## config.mk

```make
export PLATFORM = sky130hd
export DESIGN_NAME = col_readout_seq
export DESIGN_NICKNAME = d
export VERILOG_FILES = /design/src/rtl/colseq_pkg.sv /design/src/rtl/colseq_cfg.sv /design/src/rtl/colseq_chan_walk.sv /design/src/rtl/colseq_col_ctr.sv /design/src/rtl/col_readout_seq.sv
export SDC_FILE = /design/constraint.sdc
export NUM_CORES = 1
export LEC_CHECK = 0
export BUFFER_PORTS_ARGS = -buffer_cell sky130_fd_sc_hd__buf_2
export CORE_ASPECT_RATIO = 1.4
export CORE_MARGIN = 1
export CORE_UTILIZATION = 54
export DETAILED_ROUTE_END_ITERATION = 7
export PLACE_DENSITY = 0.79
export SYNTH_ARGS = -nofsm -noshare
export SYNTH_HDL_FRONTEND = slang
export SYNTH_SLANG_ARGS = --single-unit
```

## constraint.sdc

```tcl
create_clock -name clk -period 3.2 [get_ports clk]
set_input_delay 0.16 -clock clk [delete_from_list [all_inputs] [get_ports clk]]
set_output_delay 0.16 -clock clk [all_outputs]
set_load 0.02 [all_outputs]
```

## src/rtl/colseq_pkg.sv

```systemverilog
`timescale 1ns/1ps
package colseq_pkg;

  typedef enum logic [1:0] {
    S_IDLE = 2'd0,
    S_HDR  = 2'd1,
    S_DATA = 2'd2,
    S_FIN  = 2'd3
  } seq_state_t;

  // index of the lowest set bit, -1 if none
  function automatic int lowest_idx(input logic [31:0] v);
    int r;
    r = -1;
    for (int i = 31; i >= 0; i--) begin
      if (v[i]) r = i;
    end
    return r;
  endfunction

endpackage

```

## src/rtl/colseq_cfg.sv

```systemverilog
`timescale 1ns/1ps
module colseq_cfg #(
  parameter int NCOLS = 128,
  parameter int NCH   = 4,
  parameter int CNTW  = 8,
  parameter int TPW   = 8,
  localparam int COLW = $clog2(NCOLS),
  localparam int CHW  = $clog2(NCH)
) (
  input  logic            clk,
  input  logic            rst_n,
  input  logic            load,
  input  logic [COLW-1:0] stop_col,
  input  logic [CNTW-1:0] col_count,
  input  logic            from_stop,
  input  logic [NCH-1:0]  ch_mask,
  input  logic [TPW-1:0]  tpos_in,
  output logic [CNTW-1:0] cnt_q,
  output logic [COLW-1:0] base_q,
  output logic [NCH-1:0]  mask_q,
  output logic [TPW-1:0]  tpos_q,
  output logic            ld_words,
  output logic [CHW-1:0]  ld_first
);
  import colseq_pkg::*;

  function automatic logic [CNTW-1:0] clamp_cnt(input logic [CNTW-1:0] c);
    return (c > CNTW'(NCOLS)) ? CNTW'(NCOLS) : c;
  endfunction

  int first_idx;
  always_comb first_idx = lowest_idx(32'(ch_mask));

  assign ld_first = (first_idx < 0) ? '0 : CHW'(first_idx);
  assign ld_words = (col_count != '0) && (|ch_mask);

  always_ff @(posedge clk or negedge rst_n) begin
    if (!rst_n) begin
      cnt_q  <= CNTW'(NCOLS);
      base_q <= '0;
      mask_q <= '0;
      tpos_q <= '0;
    end else if (load) begin
      cnt_q  <= clamp_cnt(col_count);
      base_q <= from_stop ? stop_col : '0;
      mask_q <= ch_mask;
      tpos_q <= tpos_in;
    end
  end

  assert_clamp_R4: assert property (@(posedge clk) disable iff (!rst_n)
    cnt_q <= CNTW'(NCOLS));

endmodule

```

## src/rtl/colseq_chan_walk.sv

```systemverilog
`timescale 1ns/1ps
module colseq_chan_walk #(
  parameter int NCH = 4,
  localparam int CHW = $clog2(NCH)
) (
  input  logic [NCH-1:0] mask,
  input  logic [CHW-1:0] cur,
  output logic [CHW-1:0] first_ch,
  output logic [CHW-1:0] nxt_ch,
  output logic           has_next,
  output logic           any_en
);
  import colseq_pkg::*;

  logic [NCH-1:0] above;
  for (genvar i = 0; i < NCH; i++) begin : g_above
    assign above[i] = mask[i] && (i > int'(cur));
  end

  int f_idx, n_idx;
  always_comb begin
    f_idx = lowest_idx(32'(mask));
    n_idx = lowest_idx(32'(above));
  end

  assign first_ch = (f_idx < 0) ? '0 : CHW'(f_idx);
  assign nxt_ch   = (n_idx < 0) ? '0 : CHW'(n_idx);
  assign has_next = (n_idx >= 0);
  assign any_en   = |mask;

endmodule

```

## src/rtl/colseq_col_ctr.sv

```systemverilog
`timescale 1ns/1ps
module colseq_col_ctr #(
  parameter int NCOLS = 128,
  parameter int CNTW  = 8,
  localparam int COLW = $clog2(NCOLS)
) (
  input  logic            clk,
  input  logic            rst_n,
  input  logic            clear,
  input  logic            step,
  input  logic [COLW-1:0] base,
  output logic [CNTW-1:0] k_q,
  output logic [COLW-1:0] col_addr
);

  function automatic logic [COLW-1:0] wrap_add(input logic [COLW-1:0] b,
                                               input logic [CNTW-1:0] k);
    logic [COLW:0] s;
    s = {1'b0, b} + {1'b0, k[COLW-1:0]};
    return s[COLW-1:0];
  endfunction

  assign col_addr = wrap_add(base, k_q);

  always_ff @(posedge clk or negedge rst_n) begin
    if (!rst_n)     k_q <= '0;
    else if (clear) k_q <= '0;
    else if (step)  k_q <= k_q + 1'b1;
  end

endmodule

```

## src/rtl/col_readout_seq.sv

```systemverilog
`timescale 1ns/1ps
module col_readout_seq #(
  parameter int NCOLS = 128,
  parameter int NCH   = 4,
  parameter int CNTW  = 8,
  parameter int TPW   = 8,
  localparam int COLW = $clog2(NCOLS),
  localparam int CHW  = $clog2(NCH)
) (
  input  logic            clk,
  input  logic            rst_n,
  input  logic            start,
  input  logic [COLW-1:0] stop_col,
  input  logic [CNTW-1:0] col_count,
  input  logic            skip_tpos,
  input  logic            from_stop,
  input  logic [NCH-1:0]  ch_mask,
  input  logic [TPW-1:0]  tpos_in,
  input  logic            out_ready,
  output logic            out_valid,
  output logic            out_hdr,
  output logic [CHW-1:0]  out_chan,
  output logic [COLW-1:0] out_col,
  output logic [TPW-1:0]  out_tpos,
  output logic            done
);
  import colseq_pkg::*;

  seq_state_t state_q, state_d;

  logic [CNTW-1:0] cnt_q;
  logic [COLW-1:0] base_q;
  logic [NCH-1:0]  mask_q;
  logic [TPW-1:0]  tpos_q;
  logic            ld_words;
  logic [CHW-1:0]  ld_first;
  logic [CHW-1:0]  cur_ch_q;
  logic [CHW-1:0]  first_ch, nxt_ch;
  logic            has_next, any_en;
  logic [CNTW-1:0] k_q;
  logic [COLW-1:0] col_addr;

  // named events
  logic idle, load, word_acc, last_word, col_step, q_words;

  assign idle      = (state_q == S_IDLE);
  assign load      = start && idle;
  assign out_valid = (state_q == S_HDR) || (state_q == S_DATA);
  assign word_acc  = out_valid && out_ready;
  assign q_words   = (cnt_q != '0) && any_en;
  assign last_word = (state_q == S_DATA) && !has_next && (k_q == cnt_q - 1'b1);
  assign col_step  = word_acc && (state_q == S_DATA) && !has_next && !last_word;

  colseq_cfg #(.NCOLS(NCOLS), .NCH(NCH), .CNTW(CNTW), .TPW(TPW)) u_cfg (
    .clk(clk), .rst_n(rst_n), .load(load),
    .stop_col(stop_col), .col_count(col_count), .from_stop(from_stop),
    .ch_mask(ch_mask), .tpos_in(tpos_in),
    .cnt_q(cnt_q), .base_q(base_q), .mask_q(mask_q), .tpos_q(tpos_q),
    .ld_words(ld_words), .ld_first(ld_first)
  );

  colseq_chan_walk #(.NCH(NCH)) u_walk (
    .mask(mask_q), .cur(cur_ch_q),
    .first_ch(first_ch), .nxt_ch(nxt_ch),
    .has_next(has_next), .any_en(any_en)
  );

  colseq_col_ctr #(.NCOLS(NCOLS), .CNTW(CNTW)) u_col (
    .clk(clk), .rst_n(rst_n), .clear(load), .step(col_step),
    .base(base_q), .k_q(k_q), .col_addr(col_addr)
  );

  always_comb begin
    state_d = state_q;
    unique case (state_q)
      S_IDLE: if (load) begin
        if (!skip_tpos)    state_d = S_HDR;
        else if (ld_words) state_d = S_DATA;
        else               state_d = S_FIN;
      end
      S_HDR:  if (word_acc) state_d = q_words ? S_DATA : S_FIN;
      S_DATA: if (word_acc && last_word) state_d = S_FIN;
      S_FIN:  state_d = S_IDLE;
      default: state_d = S_IDLE;
    endcase
  end

  always_ff @(posedge clk or negedge rst_n) begin
    if (!rst_n) begin
      state_q  <= S_IDLE;
      cur_ch_q <= '0;
    end else begin
      state_q <= state_d;
      if (load)
        cur_ch_q <= ld_first;
      else if (word_acc && state_q == S_DATA)
        cur_ch_q <= has_next ? nxt_ch : first_ch;
    end
  end

  assign out_hdr  = (state_q == S_HDR);
  assign out_chan = cur_ch_q;
  assign out_col  = col_addr;
  assign out_tpos = tpos_q;
  assign done     = (state_q == S_FIN);

  assert_hold_R7: assert property (@(posedge clk) disable iff (!rst_n)
    out_valid && !out_ready |=> out_valid &&
      $stable({out_hdr, out_chan, out_col, out_tpos}));

  assert_chan_en_R5: assert property (@(posedge clk) disable iff (!rst_n)
    out_valid && !out_hdr |-> mask_q[out_chan]);

  assert_col_range_R6: assert property (@(posedge clk) disable iff (!rst_n)
    out_valid && !out_hdr |-> k_q < cnt_q);

  assert_hdr_first_R2: assert property (@(posedge clk) disable iff (!rst_n)
    load && !skip_tpos |=> out_valid && out_hdr);

  assert_done_after_R8: assert property (@(posedge clk) disable iff (!rst_n)
    word_acc && last_word |=> done && !out_valid);

  assert_done_pulse_R8: assert property (@(posedge clk) disable iff (!rst_n)
    done |=> !done);

  assert_start_ign_R9: assert property (@(posedge clk) disable iff (!rst_n)
    !idle && start |=> $stable(cnt_q) && $stable(base_q) &&
      $stable(mask_q) && $stable(tpos_q));

endmodule

```

# Yosys cells after proc, flatten, opt, wreduce, memory -nomap -nowiden
# Cells that the tools add are included.
# word_totals
input_bits,33
register_bits,39
out_inout_bits,20
wordCells,77
# op_classes
n_addsub,3
n_reduce_logical,24
n_mux,28
n_lt_le_gt_ge,8
n_eq_ne,7
# ops
op,count
2-to-1 mux 32 bit,11
less-than comparator 32 x 1 -> 1 bit (second input constant),3
greater-or-equal comparator 32 x 1 -> 1 bit (second input constant),1
2-to-1 mux 8 bit,3
2-to-1 mux 2 bit,10
nonzero test 8 bit,2
logical AND 1 bit,13
adder 8 x 1 -> 8 bit (second input constant),1
equality test 8 bit,1
> comparator 8 bit (second input constant),1
case mux 2 bit (4 select lines),1
OR reduction 4 bit,2
subtractor 8 x 1 -> 8 bit (second input constant),1
adder 7 bit,1
2-to-1 mux 7 bit,1
!= test 2 x 1 -> 1 bit (second input constant),3
equality test 2 bit (second input constant),2
> comparator 2 bit (first input constant),2
nonzero test 2 bit,2
AND reduction 3 bit,1
equality test 2 x 1 -> 1 bit (second input constant),1
> comparator 1 x 2 -> 1 bit (first input constant),1
logical NOT 1 bit,2
logical NOT 2 bit,1
other kinds (2),3

# Longest topological paths before layout
# Gate-level depths: netlist of run 1.
# depth
word_depth,13
ltp_mapped,9
ltp_nobuf,9

# By module
# A second synthesis of run 1 with hierarchy kept.
# unflattened
hier_cells,254
area_unflattened_um2,2441.1
# by_module_without_submodules
module,n_inst,area_per_inst_um2,seq_area_each_um2,cells_per_inst
colseq_cfg,1,1112.3,676.9,95
colseq_col_ctr,1,660.6,200.2,71
col_readout_seq,1,589.3,100.1,72
colseq_chan_walk,1,78.8,0.0,16

# Worst setup path after synthesis of run 1
# Ideal clock, no wire load.
# synth_path
kind,reg2reg
from,register u_cfg.cnt_q[3]
to,register state_q[0]
n_path_buf,1
synth_period_minus_slack_ns,2.362
stages_incl_launch_ff,8
arrival_time_ns,2.282
t_required_ns,3.121
setup_slack_ns,0.838
path_cell_list,dfrtp_1 buf_6 or4_4 or3_1 a22oi_2 o2111ai_2 a221oi_2 mux2i_1
# synth_via
elab_chain_len,6
# synth_rtl
element,line,rtl
"start, declared",colseq_cfg.sv:18,"output logic [CNTW-1:0] cnt_q,"
"start signal, assigned",colseq_cfg.sv:39,cnt_q <= CNTW'(NCOLS);
"start signal, assigned",colseq_cfg.sv:44,cnt_q <= clamp_cnt(col_count);
subtractor 8 x 1 -> 8 bit,col_readout_seq.sv:51,assign last_word = (state_q == S_DATA) && !has_next && (k_q == cnt_q - 1'b1);
equality test 8 bit,col_readout_seq.sv:51,
logical AND 1 bit,col_readout_seq.sv:51,
logical AND 1 bit,col_readout_seq.sv:82,S_DATA: if (word_acc && last_word) state_d = S_FIN;
!= test 2 x 1 -> 1 bit (no line),n/a,
AND reduction 3 bit (no line),n/a,
"end signal, assigned",col_readout_seq.sv:93,state_q <= state_d;
"end, declared",col_readout_seq.sv:29,"seq_state_t state_q, state_d;"
# Several ways; a longest one is shown, not always the timed one. The select of a mux whose other input is x is not followed.
# A chain may end at the register's enable or synchronous reset.

# Worst setup path after layout of run 1
# Same ends and word-level chain as after synthesis.

==> flow_summary.json, run 1 <==
{
  "die_w_um": 58.6,
  "critPathLaunchType": "register",
  "grt_usage": 0.250,
  "core-area_mm2": 0.00427,
  "vias": 2161,
  "status": "finished, violations left",
  "clock.fmax_mhz": 397,
  "fin_cells": 386,
  "clock-root-buffer": "clkbuf_8",
  "routed_wl_mm": 5.31,
  "worstMarginPinSlew_ns": 0.938,
  "grt_max_degree": 40,
  "worst-setup-path-type": "register to register",
  "setup_tns_ns": 0,
  "skew_ns": 0.00771,
  "yosys.area.top_type": "dfrtp_1",
  "postCtsSetupBuffers": 0,
  "fillers": 395,
  "yosys_warnings": 0,
  "finalCritPeriodShare": 0.787,
  "drt_first_pass_iters": 4,
  "layout-drive-gt1-share": 0.218,
  "wl_per_cell_um": 13.7,
  "cts_made_buffers": 5,
  "clk_pin_slew_worst_paths_ns": 0.07,
  "synth_top_area_share": 0.393,
  "hpwl_mm": 3.96,
  "maxSlewHeadroom": 0.373,
  "syn_area_per_cell_um2": 8.84,
  "place_inst": 378,
  "synth-edff-count": 0,
  "postRouteAntennaNets": 0,
  "rsz0062_at_grt": "no",
  "portBuffers": 52,
  "end_kind": "register",
  "hold_class": "primary input to asynchronous set/reset pin",
  "grt_antenna_before_repair": 0,
  "ios": 53,
  "clock_latency_ns": 0.29,
  "synth-main-ff-cell": "dfrtp_1",
  "die_h_um": 81.2,
  "start_util": 0.567,
  "syn_inst": 274,
  "syn_nets": 322,
  "fin_crit_ns": 2.52,
  "critical_path_required_ns": 3.41,
  "area_growth_pct": 15.8,
  "setup_viol": 0,
  "grt.overflow.total": 0,
  "rows": 28,
  "violations": "hold timing",
  "place_congestion": 0.911,
  "drc": 0,
  "layout_setup_ws_ns": 0.682,
  "drv_slew": 0,
  "cp.arrival_ns": 2.73,
  "grt_pass1_wl_mm": 9.05,
  "hold_viol": 38,
  "die_area_mm2": 0.00476,
  "async_reset_ff_frac": 1.00,
  "ctsResizeCount": 0,
  "vdd_drop_max_v": 0.000593,
  "synth_seq_area_share": 0.403,
  "cp_max_fo": 10,
  "tritoncts": "done",
  "via_per_inst": 5.60,
  "grt_pass1_vias": 2073,
  "cts_sinks": 39,
  "synth_area_mm2": 0.00242,
  "synth.area.top_cells": "dfrtp_1 (39%), nand2_1 (10%), ha_1 (7.2%), a21oi_1 (3.5%), xnor2_1 (2.5%)",
  "p_per_area_mw_per_mm2": 901,
  "htreeDepth": 2,
  "p_leak_nw": 1.41,
  "ys_types": 50,
  "drv_cap": 0,
  "diodes": 0,
  "first_iter_violations": 62,
  "nets": 373,
  "synth-seq-cells": 39,
  "whs_ns": -0.0174,
  "pre_cts_ws_ns": 0.667,
  "postCtsHoldBufs": 0,
  "clock_path_buffers": 2,
  "final_util": 0.656
}
-- critical path, cell delays in order (launching register included) --
cell	delay, ns
dfrtp_1	0.48
or4_4	0.58
or3_1	0.40
a22oi_2	0.22
o2111ai_2	0.19
a221oi_2	0.36
mux2i_1	0.23
-- report_power, final --
group / total, mW / internal (mW) / switching [mW]
clock: 0.322 / 0.152 / 0.170
combinational: 1.30 / 0.535 / 0.769
sequential: 0.902 / 0.692 / 0.210
total: 2.53 / 1.38 / 1.15
-- logic make-up (layout without fill, tap and decap cells) --
kind of cell / after synthesis / after routing / share of synthesized area
adders and majority gates: 15 / 15 / 0.0806
and+or+nand+nor: 123 / 123 / 0.252
AOI/OAI and AO/OA: 57 / 57 / 0.161
buffers and inverters: 24 / 76 / 0.0434
xor gates and xnor gates: 12 / 12 / 0.0434
muxes: 4 / 4 / 0.0165
DFF: 39 / 39 / 0.403
-- routing by layer --
metal  track usage  wire [um]  up-vias
li1              -          -     1065
met1         0.295       2200     1025
met2         0.451       2800       57
met3        0.0366        171       14
met4        0.0976        140        0
met5             0          0        -
-- synth_stat cells, drive strengths merged (2+ instances only) --
cell	instances
a21oi	17
buf	4
nand2	67
or4	6
mux2i	4
ha	14
or3	4
nand2b	3
o31ai	5
inv	14
nand3	12
and2	4
nor4	4
clkbuf	6
a211oi	2
nand3b	8
o21bai	3
xnor2	7
nor4b	2
a21o	3
nor2	6
dfrtp	38
o21ai	12
o41ai	2
xor2	5
-- cells in the final DEF (no fill, tap or decap), types with 5 or more instances in the layout --
master,n
nand2_1,67
buf_2,52
dfrtp_1,38
a21oi_1,17
inv_1,14
ha_1,14
o21ai_0,12
nand3_1,12
nand3b_1,8
xnor2_1,7
nor2_1,6
xor2_1,5
o31ai_1,5
or4_1,5
clkbuf_8,5
-- path summary, 6_finish.rpt --
check	depth (start not counted)	slack, ns	startpoint	to
worst max-delay path	6	0.68	u_cfg.cnt_q[3]	state_q[0]
min in group clk	3	0.05	tpos_in[6]	u_cfg.tpos_q[6]
worst max register to register	6	0.68	u_cfg.cnt_q[3]	state_q[0]
max in group asynchronous	1	2.67	rst_n	u_cfg.tpos_q[7]
worst min-delay path	1	-0.02	rst_n	u_cfg.cnt_q[0]
worst min register to register	2	0.47	u_cfg.tpos_q[2]	u_cfg.tpos_q[2]
-- area by class of cell --
cell class,count,area [um^2],share of cell area
clock buffer,6,72.6,0.0259
multi-input combinational,211,1340,0.478
inverter,14,52.6,0.0187
clock inverter,2,12.5,0.00446
timing repair buffer,54,275,0.0981
tap,60,75.1,0.0268
sequential,39,977,0.348
-- state kept, by name (all words and copies together), names as in the netlist --
signal,count
u_cfg.mask_q,4
u_col.k_q,8
u_cfg.tpos_q,8
u_cfg.cnt_q,8
u_cfg.base_q,7
out_chan,2
state_q,2
-- per-stage QoR --
step	area, um^2	hold slack [ns]	total power, mW
floorplan	2420	-0.136	1.87
global placement	2720	0.317	2.17
detailed placement	2720	0.326	2.22
CTS	2810	0.00835	2.55
global route	2810	0.0516	2.74
finish	2810	-0.0174	2.53
(Power assumes the default switching activity.)
==> inputs of run 2 (changes only) <==
Settings changed: CORE_UTILIZATION 54 to 49, PLACE_DENSITY 0.79 to 0.76.
Clock period 3.2 ns to 2.2 ns, I/O delays scaled along.
==> run 2 against run 1 <==
Compared with the run above:
- via count rose by 4.6%
- combinational power rose by 90%
- clock skew fell by 0.0017 ns
- highest routed layer unchanged
- wire length rose by 8.8%
- the flow finishes with violations (setup timing)
- register-to-register slack got worse by 0.76 ns
- critical endpoint is now state_q[1]
- clock-buffer cell count did not move
- critical path depth did not move
- critical path type unchanged
==> flow_summary.json, run 2 (synthesized netlist as in run 1, its figures left out) <==
{
  "status": "finished, violations left",
  "violations": "setup timing",
  "hold_end": "u_cfg.tpos_q[4]",
  "p_clk_frac": 0.113,
  "worstMarginPinSlew_ns": 0.883,
  "whs_ns": 0.00342,
  "ff_latch_area_um2": 978,
  "vdd_drop_max_v": 0.000883,
  "grt_max_degree": 40,
  "p_leak_nw": 1.59,
  "cts_sinks": 39,
  "pwr-share-comb": 0.592,
  "rows": 29,
  "postRouteAntennaNets": 0,
  "fillers": 398,
  "r2r-start": "u_cfg.cnt_q[6]",
  "clock.fmax_mhz": 438,
  "ios": 53,
  "cts_made_buffers": 5,
  "power_switching_share": 0.434,
  "grt_antenna_before_repair": 0,
  "hpwl_mm": 4.13,
  "power.internal_mw": 2.36,
  "hold_path_depth": 3,
  "vias": 2260,
  "place_inst": 403,
  "first_iter_violations": 85,
  "final_cell_mix": "nand2_1 (67), buf_2 (49), dfrtp_1 (37)",
  "clock-root-buffer": "clkbuf_8",
  "critPathBufInv": 0,
  "worst-setup-path-type": "register to register",
  "grt_pass1_wl_mm": 9.38,
  "drc": 0,
  "rrSetupSlack_ns": -0.08,
  "rsz0062_at_grt": "yes",
  "end_kind": "register",
  "clock_latency_ns": 0.29,
  "grt.overflow.total": 0,
  "place_congestion": 0.896,
  "tritoncts": "done",
  "max_stage_delay_ns": 0.55,
  "finalCritPeriodShare": 1.04,
  "htreeDepth": 2,
  "crit_family": "simple AND/OR/NAND/NOR gates",
  "p_sw_mw": 1.81,
  "drt_first_pass_iters": 4,
  "wl_per_cell_um": 13.7,
  "critPathLaunchType": "register",
  "nets": 408,
  "slowest_stage": "or4_4",
  "maxSlewHeadroom": 0.411,
  "hold_viol": 0,
  "final_util": 0.685,
  "finalPower_mw": 4.17,
  "cp_max_fo": 3,
  "layout-drive-gt1-share": 0.332,
  "core-area_mm2": 0.00464,
  "grt_usage": 0.240,
  "seq_power_share": 0.295,
  "routed_wl_mm": 5.77,
  "reg2reg_depth": 6,
  "start_util": 0.522,
  "die_h_um": 85.2,
  "clock_path_buffers": 2,
  "drv_cap": 0,
  "p_per_area_mw_per_mm2": 1310,
  "layout_setup_ws_ns": -0.0821,
  "drv_slew": 0,
  "critical_path_required_ns": 2.41,
  "area_growth_pct": 31.4,
  "layout_commonest_cell": "nand2_1",
  "fin_cells": 423,
  "fin_crit_ns": 2.28,
  "grt_pass1_vias": 2102,
  "reg_top3": "u_cfg.cnt_q: 8 flops, u_cfg.tpos_q: 8 flops, u_col.k_q: 8 flops",
  "setup_viol": 9,
  "diodes": 0,
  "die_w_um": 61.4,
  "die_area_mm2": 0.00523,
  "multi_input_area_mm2": 0.00143,
  "hp-start": "tpos_in[4]",
  "portBuffers": 52,
  "skew_ns": 0.00602,
  "cp.arrival_ns": 2.49,
  "worstReg2RegEnd": "state_q[1]",
  "hold_class": "primary input to register",
  "path_cells": "or4_4 > or3_1 > a22oi_2 > o2111ai_2 > a221oi_2 > mux2i_1",
  "clk_pin_slew_worst_paths_ns": 0.08,
  "via_per_inst": 5.34
}
==> run 2: power groups by stage <==
stage	clock network (mW)	registers [mW]	logic (mW)
final	0.472	1.23	2.47
after global routing	0.516	1.26	2.76
after CTS	0.487	1.23	2.35
after detailed placement	0	1.24	2.26
after global placement	0	1.23	2.22
after floorplan	0	1.33	1.39
==> run 2: area by class of cell <==
type | count | share of cell area
multi-input cells | 211 | 0.450
flip-flops and latches | 39 | 0.307
repair buffers | 89 | 0.175
well taps | 62 | 0.0244
clock buffers | 6 | 0.0228
inverters | 14 | 0.0165
clock inverters | 2 | 0.00393
==> run 2: timing repair <==
item	CTS	global route
hold endpoints to repair	42	0
pin swaps	14	11
hold buffers	5	0
resized for setup	9	17
endpoints found under the setup margin	11	13
buffers inserted	5	2
==> run 2: worst max-delay path by stage <==
stage,startpoint,to,slack [ns],cells after the start
3_5_place_dp,u_cfg.cnt_q[0],state_q[1],-0.16,6
6_report,u_cfg.cnt_q[6],state_q[1],-0.08,6
3_3_place_gp,u_cfg.cnt_q[0],state_q[1],-0.07,6
4_1_cts,u_cfg.cnt_q[6],state_q[1],-0.13,6
5_1_grt,u_cfg.cnt_q[0],state_q[1],-0.17,9
2_1_floorplan,u_cfg.cnt_q[0],state_q[0],0.003,6
==> run 2: worst register-to-register path, stage by stage (launching register included) <==
cell and delay, ns:
dfrtp_1 0.39, or4_4 0.55, or3_1 0.33, a22oi_2 0.20
o2111ai_2 0.16, a221oi_2 0.33, mux2i_1 0.24
==> run 2: layer usage <==
layer	track usage	up-vias	part of all wire
li1	-	1134	-
met4	0.0808	0	0.020
met1	0.285	1059	0.41
met3	0.0366	12	0.029
met2	0.428	55	0.54
met5	0	-	0
==> run 2: per-stage QoR <==
step / setup TNS [ns] / worst slack, ns / cell area (um^2)
after global placement: -0.354 / -0.0702 / 2900
after floorplan: 0 / 0.00347 / 2430
after detailed placement: -1.10 / -0.164 / 2900
after global routing: -1.26 / -0.173 / 3180
final: -0.336 / -0.0821 / 3180
after CTS: -0.411 / -0.133 / 3100
